<file path="src/rtl/isa_edge_irq_agg.sv">
module isa_edge_irq_agg #(
  parameter int DW   = 8,
  parameter int SYNC = 2
) (
  input  logic        clk,
  input  logic        rst_n,
  input  logic [10:0] irq_in,
  input  logic        reg_wr,
  input  logic [1:0]  reg_addr,
  input  logic [7:0]  reg_wdata,
  output logic [7:0]  reg_rdata,
  output logic        irq_out,
  output logic        pend_valid,
  output logic [3:0]  pend_idx,
  output logic [3:0]  pend_line,
  input  logic [3:0]  map_line,
  output logic [10:0] map_mask
);
  localparam int NSRC = 11;
  localparam int HIW  = NSRC - DW;

  function automatic logic [3:0] line_of(input int k);
    case (k)
      0: line_of = 4'd3;
      1: line_of = 4'd4;
      2: line_of = 4'd5;
      3: line_of = 4'd6;
      4: line_of = 4'd7;
      5: line_of = 4'd10;
      6: line_of = 4'd11;
      7: line_of = 4'd12;
      8: line_of = 4'd9;
      9: line_of = 4'd14;
      10: line_of = 4'd15;
      default: line_of = 4'd0;
    endcase
  endfunction

  logic [NSRC-1:0] sync_q [SYNC];
  logic [NSRC-1:0] prev_q, status, mask, edge_det, ack, pending;

  always_ff @(posedge clk or negedge rst_n) begin
    if (!rst_n) begin
      for (int i = 0; i < SYNC; i++) sync_q[i] <= '0;
      prev_q <= '0;
    end else begin
      sync_q[0] <= irq_in;
      for (int i = 1; i < SYNC; i++) sync_q[i] <= sync_q[i-1];
      prev_q <= sync_q[SYNC-1];
    end
  end

  assign edge_det = sync_q[SYNC-1] & ~prev_q;

  always_comb begin
    ack = '0;
    if (reg_wr && reg_addr == 2'd0) ack = {{HIW{1'b0}}, reg_wdata};
    if (reg_wr && reg_addr == 2'd1) ack = {reg_wdata[HIW-1:0], {DW{1'b0}}};
  end

  always_ff @(posedge clk or negedge rst_n) begin
    if (!rst_n) begin
      status <= '0;
      mask   <= '0;
    end else begin
      status <= (status & ~ack) | edge_det;
      if (reg_wr && reg_addr == 2'd2) mask[DW-1:0] <= reg_wdata;
      if (reg_wr && reg_addr == 2'd3) mask[NSRC-1:DW] <= reg_wdata[HIW-1:0];
    end
  end

  assign pending    = status & mask;
  assign irq_out    = |pending;
  assign pend_valid = irq_out;

  always_comb begin
    pend_idx = '0;
    for (int i = NSRC - 1; i >= 0; i--)
      if (pending[i]) pend_idx = 4'(i);
  end

  assign pend_line = pend_valid ? line_of(int'(pend_idx)) : 4'd0;

  always_comb begin
    map_mask = '0;
    for (int k = 0; k < NSRC; k++)
      if (line_of(k) == map_line) map_mask[k] = 1'b1;
  end

  always_comb begin
    case (reg_addr)
      2'd0:    reg_rdata = status[DW-1:0];
      2'd1:    reg_rdata = {{(DW-HIW){1'b0}}, status[NSRC-1:DW]};
      2'd2:    reg_rdata = mask[DW-1:0];
      default: reg_rdata = {{(DW-HIW){1'b0}}, mask[NSRC-1:DW]};
    endcase
  end
endmodule

</file>
<file path="config.mk">
export PLATFORM = sky130hd
export DESIGN_NAME = isa_edge_irq_agg
export DESIGN_NICKNAME = d
export VERILOG_FILES = /design/src/rtl/isa_edge_irq_agg.sv
export SDC_FILE = /design/constraint.sdc
export NUM_CORES = 1
export LEC_CHECK = 0
export BUFFER_PORTS_ARGS = -buffer_cell sky130_fd_sc_hd__buf_2
export CORE_MARGIN = 2
export CORE_UTILIZATION = 52
export DETAILED_ROUTE_END_ITERATION = 10
export HOLD_SLACK_MARGIN = 0.05
export PLACE_DENSITY = 0.75
export SYNTH_ARGS = -nofsm -noshare
export SYNTH_HDL_FRONTEND = slang
export SYNTH_SLANG_ARGS = --single-unit
</file>
<file path="constraint.sdc">
create_clock -name clk -period 2.98 [get_ports clk]
set_clock_uncertainty 0.2 [all_clocks]
set_input_delay 0.596 -clock clk [delete_from_list [all_inputs] [get_ports clk]]
set_output_delay 0.596 -clock clk [all_outputs]
set_load 0.005 [all_outputs]
</file>
==> results_tabular.tex, run 1 <==
\begin{tabular}{lr}
\hline
Metric & Value \\
\hline
\multicolumn{2}{l}{\textbf{Logic synthesis}} \\
Total standard cell area after synthesis & 2260 um2 \\
Per-instance average area after synthesis & 11.3 um2 \\
Fraction of synthesis flops using an asynchronous set or reset pin & 100\% \\
Synthesized instance count & 200 \\
Number of enable-type register cells in the synthesized netlist & 0 \\
Number of synthesized register bits & 55 \\
Most frequently used flop master after synthesis & sky130\_fd\_sc\_hd\_\_dfrtp\_1 \\
Sequential cell area fraction in the yosys report & 60.8\% \\
Post-Synthesis Net Count & 232 \\
Post-synthesis cell type count & 35 \\
Warnings from Yosys & 0 \\
\multicolumn{2}{l}{\textbf{Setup path}} \\
Critical setup path kind & flop to output pin \\
Category of the worst setup path launch point & flop \\
Crit path arrival time & 2.28 ns \\
Critical Path End Type & output pin \\
Largest fanout of any net on the critical path & 4 \\
Worst endpoint required time & 2.18 ns \\
Worst Setup SP & status[5] \\
Startpoint of the worst register-to-register path & mask[3] \\
\multicolumn{2}{l}{\textbf{Route}} \\
Final routed DRC violation total & 0 \\
Total number of vias & 1637 \\
Routed wire length & 4190 um \\
Via-per-instance ratio & 5.15 \\
Initial DRC count & 79 \\
Detailed Routing Iterations Pass 1 & 4 \\
Post-DR wirelength/cell & 13.2 um \\
Final antenna-violating net count & 0 \\
\multicolumn{2}{l}{\textbf{Clocking}} \\
Clock transition at the register clock pins on the worst setup and hold paths after CTS & 0.09 ns \\
CTS tree & done \\
Clock tree buffer depth & 2 \\
Clock buffer count from CTS & 5 \\
Total number of clock tree sinks & 55 \\
Clock tree root buffer cell & sky130\_fd\_sc\_hd\_\_clkbuf\_8 \\
H-tree levels & 2 \\
Clock latency at the later pin of the worst-skew pair & 0.30 ns \\
\multicolumn{2}{l}{\textbf{Placed design}} \\
Post-placement cell area & 2610 um2 \\
Number of port buffers & 56 \\
Worst setup slack before clock tree synthesis & 0.0643 ns \\
Routability-driven placement congestion ratio & 0.829 \\
HPWL after detailed placement & 3250 um \\
\multicolumn{2}{l}{\textbf{Pwr}} \\
Leakage power & 1.36 nW \\
Overall power after layout & 1.66 mW \\
Power per Cell Area & 602 nW/um2 \\
Largest voltage drop on the vdd net & 0.356 mV \\
\multicolumn{2}{l}{\textbf{Final layout}} \\
Share of layout cells above drive strength 1 & 33.6\% \\
Final instance area & 2760 um2 \\
Layout area overhead & 21.8\% \\
Antenna cell count & 0 \\
Net count reported at finish & 299 \\
\multicolumn{2}{l}{\textbf{STA}} \\
Number of failing hold endpoints at the final stage & 0 \\
Tightest slew margin relative to the limit & 61.0\% \\
Timing-limited maximum frequency & 0.325 GHz \\
Slew at the pin closest to its max-slew limit & 0.583 ns \\
Max-slew violations & 0 \\
Setup violations, final & 4 \\
Minimum period implied by the final worst setup slack & 3.07 ns \\
Final critical-path setup slack & -0.0927 ns \\
Share of the clock period used by the worst path after layout & 103\% \\
Setup repair after global routing missed its margin & true \\
\multicolumn{2}{l}{\textbf{Min path}} \\
Startpoint of the lowest-slack hold path & sync\_q[19] \\
Path category of the worst min-delay check & flop to flop \\
\multicolumn{2}{l}{\textbf{Global route}} \\
Total track usage & 18.2\% \\
Vias in the first global route & 1628 \\
First-pass GRT wire length & 7140 um \\
Remaining global-route overflow & 0 \\
Initial antenna violation count & 0 \\
Pin count of the biggest net entering global routing & 25 \\
\multicolumn{2}{l}{\textbf{Floorplan}} \\
Row Count & 23 \\
Total Die Area & 4900 um2 \\
Initial Utilization & 55.4\% \\
Number of top-level pins & 57 \\
Die extent in x & 70.0 um \\
Area of the core & 4090 um2 \\
Die Y & 70.0 um \\
\multicolumn{2}{l}{\textbf{Run status}} \\
Violated checks & negative setup slack \\
Outcome & finished, violations left \\
\multicolumn{2}{l}{\textbf{Job}} \\
Max-cap violations & 0 \\
\hline
\end{tabular}
-- Yosys cell counts, types with 2 or more instances --
library cell	n	area, um2
sky130_fd_sc_hd__a21oi_1	2	10.0
sky130_fd_sc_hd__a22o_1	2	17.5
sky130_fd_sc_hd__and2_1	2	12.5
sky130_fd_sc_hd__buf_2	3	15.0
sky130_fd_sc_hd__dfrtp_1	55	1380
sky130_fd_sc_hd__ha_1	4	50.1
sky130_fd_sc_hd__inv_1	15	56.3
sky130_fd_sc_hd__mux2_2	5	56.3
sky130_fd_sc_hd__mux2i_1	5	50.1
sky130_fd_sc_hd__mux4_2	3	67.6
sky130_fd_sc_hd__nand2_1	33	124
sky130_fd_sc_hd__nand2b_1	4	25.0
sky130_fd_sc_hd__nand3_1	2	10.0
sky130_fd_sc_hd__nand3b_1	2	15.0
sky130_fd_sc_hd__nor2_1	20	75.1
sky130_fd_sc_hd__nor3_1	3	15.0
sky130_fd_sc_hd__o21ai_0	21	105
sky130_fd_sc_hd__o31a_1	2	17.5
-- critical path, cell delays in order, from the launching register on --
cell,delay [ns]
sky130_fd_sc_hd__dfrtp_1,0.43
sky130_fd_sc_hd__a22o_1,0.27
sky130_fd_sc_hd__or2_1,0.24
sky130_fd_sc_hd__a311o_1,0.33
sky130_fd_sc_hd__ha_4,0.25
sky130_fd_sc_hd__inv_2,0.05
sky130_fd_sc_hd__nor2_2,0.03
sky130_fd_sc_hd__o31a_1,0.26
sky130_fd_sc_hd__buf_2,0.12
-- timing repair --
action	CTS	global route
pin swaps	7	0
endpoints found under the hold margin	11	0
setup endpoints to repair	4	4
hold buffers	1	0
setup buffers	3	0
resized for setup	4	3
-- cells in the final DEF, fill, tap and decap left out, types with 2 or more instances in the layout --
cell and n:
sky130_fd_sc_hd__mux4_2 3, sky130_fd_sc_hd__ha_1 2, sky130_fd_sc_hd__mux2_2 5, sky130_fd_sc_hd__nand2_1 32, sky130_fd_sc_hd__a21oi_1 2, sky130_fd_sc_hd__nand3b_1 2, sky130_fd_sc_hd__nor2_2 2, sky130_fd_sc_hd__buf_2 56
sky130_fd_sc_hd__mux2i_1 5, sky130_fd_sc_hd__buf_4 7, sky130_fd_sc_hd__nor2_1 19, sky130_fd_sc_hd__a22o_1 2, sky130_fd_sc_hd__o21ai_0 20, sky130_fd_sc_hd__dfrtp_1 55, sky130_fd_sc_hd__nor3_1 3, sky130_fd_sc_hd__clkbuf_8 5
sky130_fd_sc_hd__nand2b_1 4, sky130_fd_sc_hd__and2_1 2, sky130_fd_sc_hd__inv_1 14, sky130_fd_sc_hd__nand3_1 2, sky130_fd_sc_hd__o31a_1 2
-- report_power, final --
group / leakage, nW / internal, mW / switching (mW) / total, mW
logic: 0.697 / 0.211 / 0.210 / 0.421
clock network: 0.0412 / 0.164 / 0.219 / 0.384
registers: 0.625 / 0.807 / 0.0494 / 0.856
-- registers in the layout, indices dropped and copies added, names as in the netlist --
register,cells
prev_q,11
status,11
mask,11
sync_q,22
-- metal layers --
metal / up-vias / wire length (um) / track usage (%)
met3: 7 / 224 / 3.61
li1: 812 / - / -
met4: 0 / 51 / 5.77
met1: 761 / 1830 / 22.9
met2: 57 / 2080 / 31.9
met5: - / 0 / 0
-- layout make-up --
class                      instances  area, um2
clock buffer                       6       72.6
inverter                          15       56.3
timing repair buffer              64        343
tap                               50       62.6
sequential                        55       1380
multi-input combinational        126        835
clock inverter                     2       12.5
fill                             337       1330
-- cells by family after synthesis --
kind of cell / Yosys count / synth area share, %
multiplexers: 13 / 7.68
buffers and inverters: 19 / 3.48
AND/OR/NAND/NOR: 72 / 14.7
AO/OA/AOI/OAI: 37 / 11.1
adder cells (fa/ha/maj): 4 / 2.21
flip-flops: 55 / 60.8
-- path summary, 6_finish.rpt --
check	end	slack, ns	depth (start not counted)
worst min-delay path	sync_q[8]	0.15	0
max in group asynchronous	sync_q[6]	1.49	3
worst max register to register	mask[3]	1.95	1
worst max-delay path	pend_line[2]	-0.09	8
min in group asynchronous	sync_q[12]	0.50	2
worst min register to register	sync_q[8]	0.15	0
-- per-stage QoR --
stage	instances	utilization (%)	hold slack (ns)	setup TNS, ns
detailed placement	306	64.0	0.136	0
floorplan	200	-	0.100	0
global route	318	67.5	0.154	-0.718
global placement	306	64.0	0.132	0
CTS	318	67.4	0.154	-0.253
finish	318	67.5	0.152	-0.259
(Power assumes the default switching activity.)
==> run 2: changes to the inputs <==
--- a/config.mk
+++ b/config.mk
@@ -5,12 +5,13 @@
 export SDC_FILE = /design/constraint.sdc
 export NUM_CORES = 1
 export LEC_CHECK = 0
+export ABC_AREA = 1
 export BUFFER_PORTS_ARGS = -buffer_cell sky130_fd_sc_hd__buf_2
 export CORE_MARGIN = 2
 export CORE_UTILIZATION = 52
 export DETAILED_ROUTE_END_ITERATION = 10
 export HOLD_SLACK_MARGIN = 0.05
-export PLACE_DENSITY = 0.75
+export PLACE_DENSITY = 0.76
 export SYNTH_ARGS = -nofsm -noshare
 export SYNTH_HDL_FRONTEND = slang
 export SYNTH_SLANG_ARGS = --single-unit
==> results_tabular.tex, run 2 <==
\begin{tabular}{lr}
\hline
Metric & Value \\
\hline
\multicolumn{2}{l}{\textbf{Logic synthesis}} \\
Number of synthesized register bits & 55 (unchanged) \\
Per-instance average area after synthesis & 9.63 um2 (-15\%) \\
Warnings from Yosys & 0 (unchanged) \\
Ranking of synthesized cells by area & sky130\_fd\_sc\_hd\_\_dfrtp\_1 62\%, sky130\_fd\_sc\_hd\_\_nand2\_1 10\%, sky130\_fd\_sc\_hd\_\_o21ai\_0 8.6\% \\
Most frequently used flop master after synthesis & sky130\_fd\_sc\_hd\_\_dfrtp\_1 \\
Number of enable-type register cells in the synthesized netlist & 0 (unchanged) \\
Post-synth top area share & 62.1\% (+1.3 points) \\
Synthesized instance count & 230 (+15\%) \\
Total standard cell area after synthesis & 2210 um2 (-2.2\%) \\
Most instantiated cells after synthesis & 59 x sky130\_fd\_sc\_hd\_\_nand2\_1, 55 x sky130\_fd\_sc\_hd\_\_dfrtp\_1, 38 x sky130\_fd\_sc\_hd\_\_o21ai\_0 \\
Most frequently used cell type in the post-synthesis netlist & sky130\_fd\_sc\_hd\_\_nand2\_1 \\
Fraction of synthesis flops using an asynchronous set or reset pin & 100\% (unchanged) \\
Post-synthesis cell type count & 22 (-37\%) \\
Post-Synthesis Net Count & 262 (+13\%) \\
Sequential cell area fraction in the yosys report & 62.1\% (+1.3 points) \\
Cell taking the most area after synthesis & sky130\_fd\_sc\_hd\_\_dfrtp\_1 \\
\multicolumn{2}{l}{\textbf{STA}} \\
Slew at the pin closest to its max-slew limit & 0.660 ns (+0.0771 ns) \\
Minimum period implied by the final worst setup slack & 2.85 ns (-0.218 ns) \\
Setup repair after global routing missed its margin & true \\
Number of failing hold endpoints at the final stage & 0 (unchanged) \\
Tightest slew margin relative to the limit & 56.0\% (-5.0 points) \\
Final critical-path setup slack & 0.125 ns (+0.218 ns) \\
Fin Setup TNS & 0 ns (+0.259 ns) \\
Timing-limited maximum frequency & 0.350 GHz (+7.6\%) \\
Share of the clock period used by the worst path after layout & 95.8\% (-7.3 points) \\
Setup violations, final & 0 (-4) \\
Max-slew violations & 0 (unchanged) \\
\multicolumn{2}{l}{\textbf{Final layout}} \\
Layout area overhead & 23.2\% \\
Register with the most flip-flops & sync\_q \\
Fill cells & 336 (-0.30\%) \\
Commonest non-fill, non-tap cells in the layout & 56 x sky130\_fd\_sc\_hd\_\_buf\_2, 55 x sky130\_fd\_sc\_hd\_\_nand2\_1, 55 x sky130\_fd\_sc\_hd\_\_dfrtp\_1, 34 x sky130\_fd\_sc\_hd\_\_o21ai\_0, 33 x sky130\_fd\_sc\_hd\_\_inv\_1 \\
Net count reported at finish & 329 (+10\%) \\
Number of flip-flops under the largest register name & 22 (unchanged) \\
Most frequent standard cell in the layout excluding fill and tap cells & sky130\_fd\_sc\_hd\_\_buf\_2 \\
Share of layout cells above drive strength 1 & 28.9\% (-4.7 points) \\
Antenna cell count & 0 (unchanged) \\
\multicolumn{2}{l}{\textbf{Clocking}} \\
CTS tree & done \\
Clock transition at the register clock pins on the worst setup and hold paths after CTS & 0.10 ns (about the same) \\
H-tree levels & 2 (unchanged) \\
Clock buffer count from CTS & 5 (unchanged) \\
Clock latency at the later pin of the worst-skew pair & 0.30 ns (about the same) \\
Total number of clock tree sinks & 55 (unchanged) \\
Clock tree buffer depth & 2 (unchanged) \\
Hold buffer count at cts & 0 (-1) \\
Clock tree root buffer cell & sky130\_fd\_sc\_hd\_\_clkbuf\_8 \\
\multicolumn{2}{l}{\textbf{Job}} \\
Max-cap violations & 0 (unchanged) \\
\multicolumn{2}{l}{\textbf{Route}} \\
Total number of vias & 1743 (+6.5\%) \\
Via-per-instance ratio & 5.01 (-2.7\%) \\
Final routed DRC violation total & 0 (unchanged) \\
Detailed Routing Iterations Pass 1 & 4 (unchanged) \\
Routed wire length & 4280 um (+2.1\%) \\
Final antenna-violating net count & 0 (unchanged) \\
Initial DRC count & 66 (-16\%) \\
Post-DR wirelength/cell & 12.3 um (-6.7\%) \\
\multicolumn{2}{l}{\textbf{Setup path}} \\
Count of buffering cells on the critical path with inverters included & 4 (+2) \\
Worst endpoint required time & 2.18 ns (about the same) \\
Category of cells accounting for the largest share of critical-path delay & compound AO/OA/AOI/OAI gates \\
Critical Path End Type & output pin \\
Max stage delay cell, worst path & sky130\_fd\_sc\_hd\_\_dfrtp\_1 \\
Crit path arrival time & 2.06 ns (-0.22 ns) \\
Largest fanout of any net on the critical path & 3 (-1) \\
Critical setup path kind & flop to output pin \\
Category of the worst setup path launch point & flop \\
Critical path's largest stage delay & 0.42 ns (about the same) \\
Crit path cell chain & nand2\_2 -> nand2\_1 -> o21ai\_1 -> nand2\_1 -> a21oi\_2 -> inv\_2 -> ha\_4 -> inv\_1 -> nand2\_1 -> o21ai\_1 -> o21ai\_1 -> inv\_1 -> buf\_2 \\
\multicolumn{2}{l}{\textbf{Global route}} \\
Pin count of the biggest net entering global routing & 32 (+28\%) \\
Total track usage & 18.9\% (+0.68 points) \\
Remaining global-route overflow & 0 (unchanged) \\
First-pass GRT wire length & 7300 um (+2.2\%) \\
Vias in the first global route & 1746 (+7.2\%) \\
Initial antenna violation count & 0 (unchanged) \\
\multicolumn{2}{l}{\textbf{Pwr}} \\
Power per Cell Area & 631 nW/um2 (+4.7\%) \\
Leakage power & 1.46 nW (+7.2\%) \\
Switching component of the power & 478 uW (-0.11\%) \\
Sequential share of power & 49.0\% (-2.6 points) \\
Gate power share & 22.0\% (-3.3 points) \\
Power Internal & 1.24 mW (+5.1\%) \\
Portion of total power attributed to the clock network & 29.0\% (+5.9 points) \\
Largest voltage drop on the vdd net & 0.436 mV (+22\%) \\
Switching Fraction & 27.8\% (-1.0 points) \\
\multicolumn{2}{l}{\textbf{Placed design}} \\
HPWL after detailed placement & 3140 um (-3.3\%) \\
Worst setup slack before clock tree synthesis & 0.234 ns (+0.170 ns) \\
Number of port buffers & 56 (unchanged) \\
Routability-driven placement congestion ratio & 0.867 (+4.6\%) \\
\multicolumn{2}{l}{\textbf{Floorplan}} \\
Number of top-level pins & 57 (unchanged) \\
Die Y & 69.3 um (-1.0\%) \\
Die extent in x & 69.3 um (-1.0\%) \\
Area of the core & 4060 um2 (-0.70\%) \\
Row Count & 23 (unchanged) \\
Total Die Area & 4800 um2 (-2.0\%) \\
Initial Utilization & 54.6\% (-0.81 points) \\
\multicolumn{2}{l}{\textbf{Run status}} \\
Outcome & complete, no violations \\
\multicolumn{2}{l}{\textbf{Min path}} \\
Path category of the worst min-delay check & input pin to asynchronous set/reset pin \\
\hline
\end{tabular}
==> run 2: cell types whose count changed after synthesis, sizes merged, moves of 3 or more <==
cell,delta
nand2,+27
inv,+20
o21ai,+19
nor2,-10
mux2,-5
mux2i,-5
nand2b,-4
a22o,+3
mux4,-3
nand4,+3
==> run 2: worst reg2reg max path: stages (launching register included) <==
cell	delay, ns
sky130_fd_sc_hd__dfrtp_1	0.42
sky130_fd_sc_hd__buf_4	0.15
sky130_fd_sc_hd__o21ai_0	0.06
sky130_fd_sc_hd__o21ai_0	0.11
==> run 2: path summary, 6_finish.rpt <==
| path | startpoint | end | slack (ns) | cells after the start |
|---|---|---|---|---|
| worst max-delay path | mask[9] | pend_line[2] | 0.13 | 13 |
| worst min-delay path | rst_n | status[9] | 0.11 | 1 |
| worst max register to register | status[9] | status[9] | 1.93 | 3 |
| worst min register to register | sync_q[16] | sync_q[5] | 0.15 | 0 |
| max in group asynchronous | rst_n | prev_q[6] | 1.79 | 2 |
| min in group clk | sync_q[16] | sync_q[5] | 0.15 | 0 |
==> run 2: layout make-up <==
type	instances	area (um2)	area share [%]
Clock buffer	6	82.6	3.03
Clock inverter	2	35.0	1.28
Inverter	35	131	4.81
Multi-Input combinational cell	137	708	26.0
Sequential cell	55	1380	50.4
Tap cell	50	62.6	2.29
Timing Repair Buffer	63	333	12.2
==> run 2: logic make-up (layout without fill, tap and decap cells) <==
| kind of cell | Yosys count | count (layout) | synth area share (%) |
|---|---|---|---|
| AND/OR/NAND/NOR | 85 | 85 | 16.3 |
| flip-flops | 55 | 55 | 62.1 |
| AO/OA/AOI/OAI | 48 | 48 | 12.0 |
| buffers and inverters | 38 | 106 | 7.29 |
| adder cells (fa/ha/maj) | 4 | 4 | 2.26 |
==> run 2: through the flow <==
stage	hold slack [ns]	instances	power, mW	area [um2]	utilization, %
6_report	0.114	348	1.72	2730	67.3
5_1_grt	0.163	348	1.82	2730	67.3
3_5_place_dp	0.136	335	1.18	2540	62.7
4_1_cts	0.132	344	1.68	2670	65.8
3_3_place_gp	0.132	335	1.17	2540	62.7
2_1_floorplan	0.100	230	1.05	2210	-
==> run 2: layer usage <==
layer	vias up	part of all wire, %	global-route usage (%)
li1	864	-	-
met3	5	4.3	4.07
met5	-	0	0
met1	828	42	20.9
met4	0	1.3	6.54
met2	46	52	35.6
==> run 2: power by group through the flow <==
stage                     clock network (mW)  logic [mW]  registers (mW)
after floorplan                            0       0.202           0.846
after global placement                     0       0.317           0.853
after detailed placement                   0       0.326           0.857
after CTS                              0.505       0.337           0.842
after global routing                   0.534       0.436           0.849
final                                  0.499       0.379           0.843
==> run 2: repair_timing <==
action | in CTS | in global routing
resized for setup | 2 | 10
pin swaps | 1 | 3
buffers inserted | 1 | 4
endpoints found under the setup margin | 2 | 3
==> run 3: changes to the inputs <==
--- a/config.mk
+++ b/config.mk
@@ -12,6 +12,7 @@
 export DETAILED_ROUTE_END_ITERATION = 10
 export HOLD_SLACK_MARGIN = 0.05
 export PLACE_DENSITY = 0.76
+export RECOVER_POWER = 25
 export SYNTH_ARGS = -nofsm -noshare
 export SYNTH_HDL_FRONTEND = slang
 export SYNTH_SLANG_ARGS = --single-unit
==> results_tabular.tex, run 3 (synthesis gave the netlist of run 2 again) <==
\begin{tabular}{lr}
\hline
Metric & Value \\
\hline
\multicolumn{2}{l}{\textbf{STA}} \\
Number of failing hold endpoints at the final stage & 0 (unchanged) \\
Share of the clock period used by the worst path after layout & 95.8\% (about the same) \\
Max-slew violations & 32 (+32) \\
Setup repair after global routing missed its margin & true \\
Minimum period implied by the final worst setup slack & 2.85 ns (-0.000556 ns) \\
Slew at the pin closest to its max-slew limit & 1.58 ns (+0.925 ns) \\
Setup violations, final & 0 (unchanged) \\
Tightest slew margin relative to the limit & -5.65\% (-62 points) \\
Final critical-path setup slack & 0.126 ns (+0.000556 ns) \\
Timing-limited maximum frequency & 0.350 GHz (about the same) \\
\multicolumn{2}{l}{\textbf{Setup path}} \\
Count of buffering cells on the critical path with inverters included & 4 (unchanged) \\
Category of cells accounting for the largest share of critical-path delay & compound AO/OA/AOI/OAI gates \\
Crit path cell chain & nand2\_2 -> nand2\_1 -> o21ai\_1 -> nand2\_1 -> a21oi\_2 -> inv\_2 -> ha\_4 -> inv\_1 -> nand2\_1 -> o21ai\_1 -> o21ai\_1 -> inv\_1 -> buf\_2 \\
Crit path arrival time & 2.06 ns (about the same) \\
Critical path's largest stage delay & 0.42 ns (about the same) \\
Worst endpoint required time & 2.18 ns (about the same) \\
Critical setup path kind & flop to output pin \\
Max stage delay cell, worst path & sky130\_fd\_sc\_hd\_\_dfrtp\_1 \\
Largest fanout of any net on the critical path & 3 (unchanged) \\
Setup slack of the worst register-to-register path & 1.93 ns (about the same) \\
Critical Path End Type & output pin \\
Category of the worst setup path launch point & flop \\
\multicolumn{2}{l}{\textbf{Pwr}} \\
Power Internal & 1.24 mW (about the same) \\
Largest voltage drop on the vdd net & 0.436 mV (unchanged) \\
Switching Fraction & 27.8\% (about the same) \\
Sequential share of power & 49.0\% (about the same) \\
Gate power share & 22.0\% (about the same) \\
Portion of total power attributed to the clock network & 29.0\% (about the same) \\
Power per Cell Area & 631 nW/um2 (about the same) \\
Overall power after layout & 1.72 mW (about the same) \\
Leakage power & 1.46 nW (-0.19\%) \\
Switching component of the power & 478 uW (about the same) \\
\multicolumn{2}{l}{\textbf{Route}} \\
Final antenna-violating net count & 0 (unchanged) \\
Post-DR wirelength/cell & 12.3 um (about the same) \\
Detailed Routing Iterations Pass 1 & 4 (unchanged) \\
Final routed DRC violation total & 0 (unchanged) \\
Total number of vias & 1742 (-0.057\%) \\
Routed wire length & 4280 um (about the same) \\
Via-per-instance ratio & 5.01 (about the same) \\
Initial DRC count & 66 (unchanged) \\
\multicolumn{2}{l}{\textbf{Floorplan}} \\
Die extent in x & 69.3 um (unchanged) \\
Area of the core & 4060 um2 (unchanged) \\
Number of top-level pins & 57 (unchanged) \\
Die Y & 69.3 um (unchanged) \\
Row Count & 23 (unchanged) \\
Total Die Area & 4800 um2 (unchanged) \\
Initial Utilization & 54.6\% (unchanged) \\
\multicolumn{2}{l}{\textbf{Final layout}} \\
Register with the most flip-flops & sync\_q \\
Net count reported at finish & 329 (unchanged) \\
Fill cells & 337 (+0.30\%) \\
Antenna cell count & 0 (unchanged) \\
Number of flip-flops under the largest register name & 22 (unchanged) \\
Final instance area & 2730 um2 (about the same) \\
Share of layout cells above drive strength 1 & 28.5\% (-0.34 points) \\
Commonest non-fill, non-tap cells in the layout & 55 x sky130\_fd\_sc\_hd\_\_nand2\_1, 55 x sky130\_fd\_sc\_hd\_\_buf\_2, 55 x sky130\_fd\_sc\_hd\_\_dfrtp\_1, 34 x sky130\_fd\_sc\_hd\_\_o21ai\_0, 33 x sky130\_fd\_sc\_hd\_\_inv\_1 \\
Number of standard cells in the final layout excluding fillers & 348 (unchanged) \\
Layout area overhead & 23.2\% (about the same) \\
\multicolumn{2}{l}{\textbf{Clocking}} \\
Clock latency at the later pin of the worst-skew pair & 0.30 ns (about the same) \\
Clock tree root buffer cell & sky130\_fd\_sc\_hd\_\_clkbuf\_8 \\
CTS tree & done \\
Clock tree buffer depth & 2 (unchanged) \\
Total number of clock tree sinks & 55 (unchanged) \\
Clock transition at the register clock pins on the worst setup and hold paths after CTS & 0.10 ns (about the same) \\
H-tree levels & 2 (unchanged) \\
Clock buffer count from CTS & 5 (unchanged) \\
Hold buffer count at cts & 0 (unchanged) \\
\multicolumn{2}{l}{\textbf{Min path}} \\
Path category of the worst min-delay check & flop to flop \\
\multicolumn{2}{l}{\textbf{Placed design}} \\
Post-placement cell area & 2540 um2 (unchanged) \\
Routability-driven placement congestion ratio & 0.867 (unchanged) \\
Post-placement cell count & 335 (unchanged) \\
Worst setup slack before clock tree synthesis & 0.234 ns (unchanged) \\
Number of port buffers & 56 (unchanged) \\
HPWL after detailed placement & 3140 um (unchanged) \\
\multicolumn{2}{l}{\textbf{Global route}} \\
Pin count of the biggest net entering global routing & 32 (unchanged) \\
Remaining global-route overflow & 0 (unchanged) \\
Initial antenna violation count & 0 (unchanged) \\
Total track usage & 18.9\% (unchanged) \\
Vias in the first global route & 1746 (unchanged) \\
First-pass GRT wire length & 7300 um (unchanged) \\
\multicolumn{2}{l}{\textbf{Run status}} \\
Violated checks & max-capacitance violations, max-slew violations \\
Outcome & finished, violations left \\
\multicolumn{2}{l}{\textbf{Job}} \\
Max-cap violations & 1 (+1) \\
\hline
\end{tabular}
## run 3: cell types whose count changed in the layout (fill, tap and decap cells not counted), sizes merged
cell / delta
buf: -1
clkbuf: +1
## run 3: final timing paths
check,start,to,cells past startpoint
min in group asynchronous,rst_n,status[9],1
worst min register to register,sync_q[16],sync_q[5],0
max in group asynchronous,rst_n,prev_q[6],2
worst min-delay path,sync_q[16],sync_q[5],0
worst max-delay path,mask[9],pend_line[2],13
worst max register to register,status[9],status[9],3
## run 3: power groups by stage
| stage | Clock, mW | Combinational [mW] | Sequential [mW] |
|---|---|---|---|
| 6_report | 0.499 | 0.379 | 0.843 |
| 5_1_grt | 0.534 | 0.436 | 0.849 |
| 4_1_cts | 0.505 | 0.337 | 0.842 |
| 3_5_place_dp | 0 | 0.326 | 0.857 |
| 3_3_place_gp | 0 | 0.317 | 0.853 |
| 2_1_floorplan | 0 | 0.202 | 0.846 |
## run 3: area by class of cell
cell class	instances	area [um2]	area share, %
Sequential cell	55	1380	50.5
Multi-Input combinational cell	137	708	26.0
Timing Repair Buffer	63	332	12.2
Inverter	35	131	4.82
Clock buffer	6	82.6	3.03
Tap cell	50	62.6	2.29
Clock inverter	2	35.0	1.28
## run 3: timing repair
| item | CTS | global route |
|---|---|---|
| pin swaps | 1 | 3 |
| setup buffers | 1 | 4 |
| resized for setup | 2 | 10 |
| setup endpoints to repair | 2 | 3 |
## run 3: layer usage
metal	up-vias	global-route usage [%]	part of all wire (%)
li1	864	-	-
met2	44	35.6	52
met1	829	20.9	42
met5	-	0	0
met3	5	4.07	4.3
met4	0	6.54	1.3
## run 3: worst reg2reg max path, cell delays in order (launching register included)
cell                      delay, ns
sky130_fd_sc_hd__dfrtp_1       0.42
sky130_fd_sc_hd__buf_4         0.15
sky130_fd_sc_hd__o21ai_0       0.06
sky130_fd_sc_hd__o21ai_0       0.11
## run 3: metrics by stage
stage	hold slack, ns	setup TNS (ns)	util (%)
6_report	0.148	0	67.2
5_1_grt	0.163	-0.144	67.2
4_1_cts	0.132	0	65.8
3_5_place_dp	0.136	0	62.7
3_3_place_gp	0.132	0	62.7
2_1_floorplan	0.100	0	-
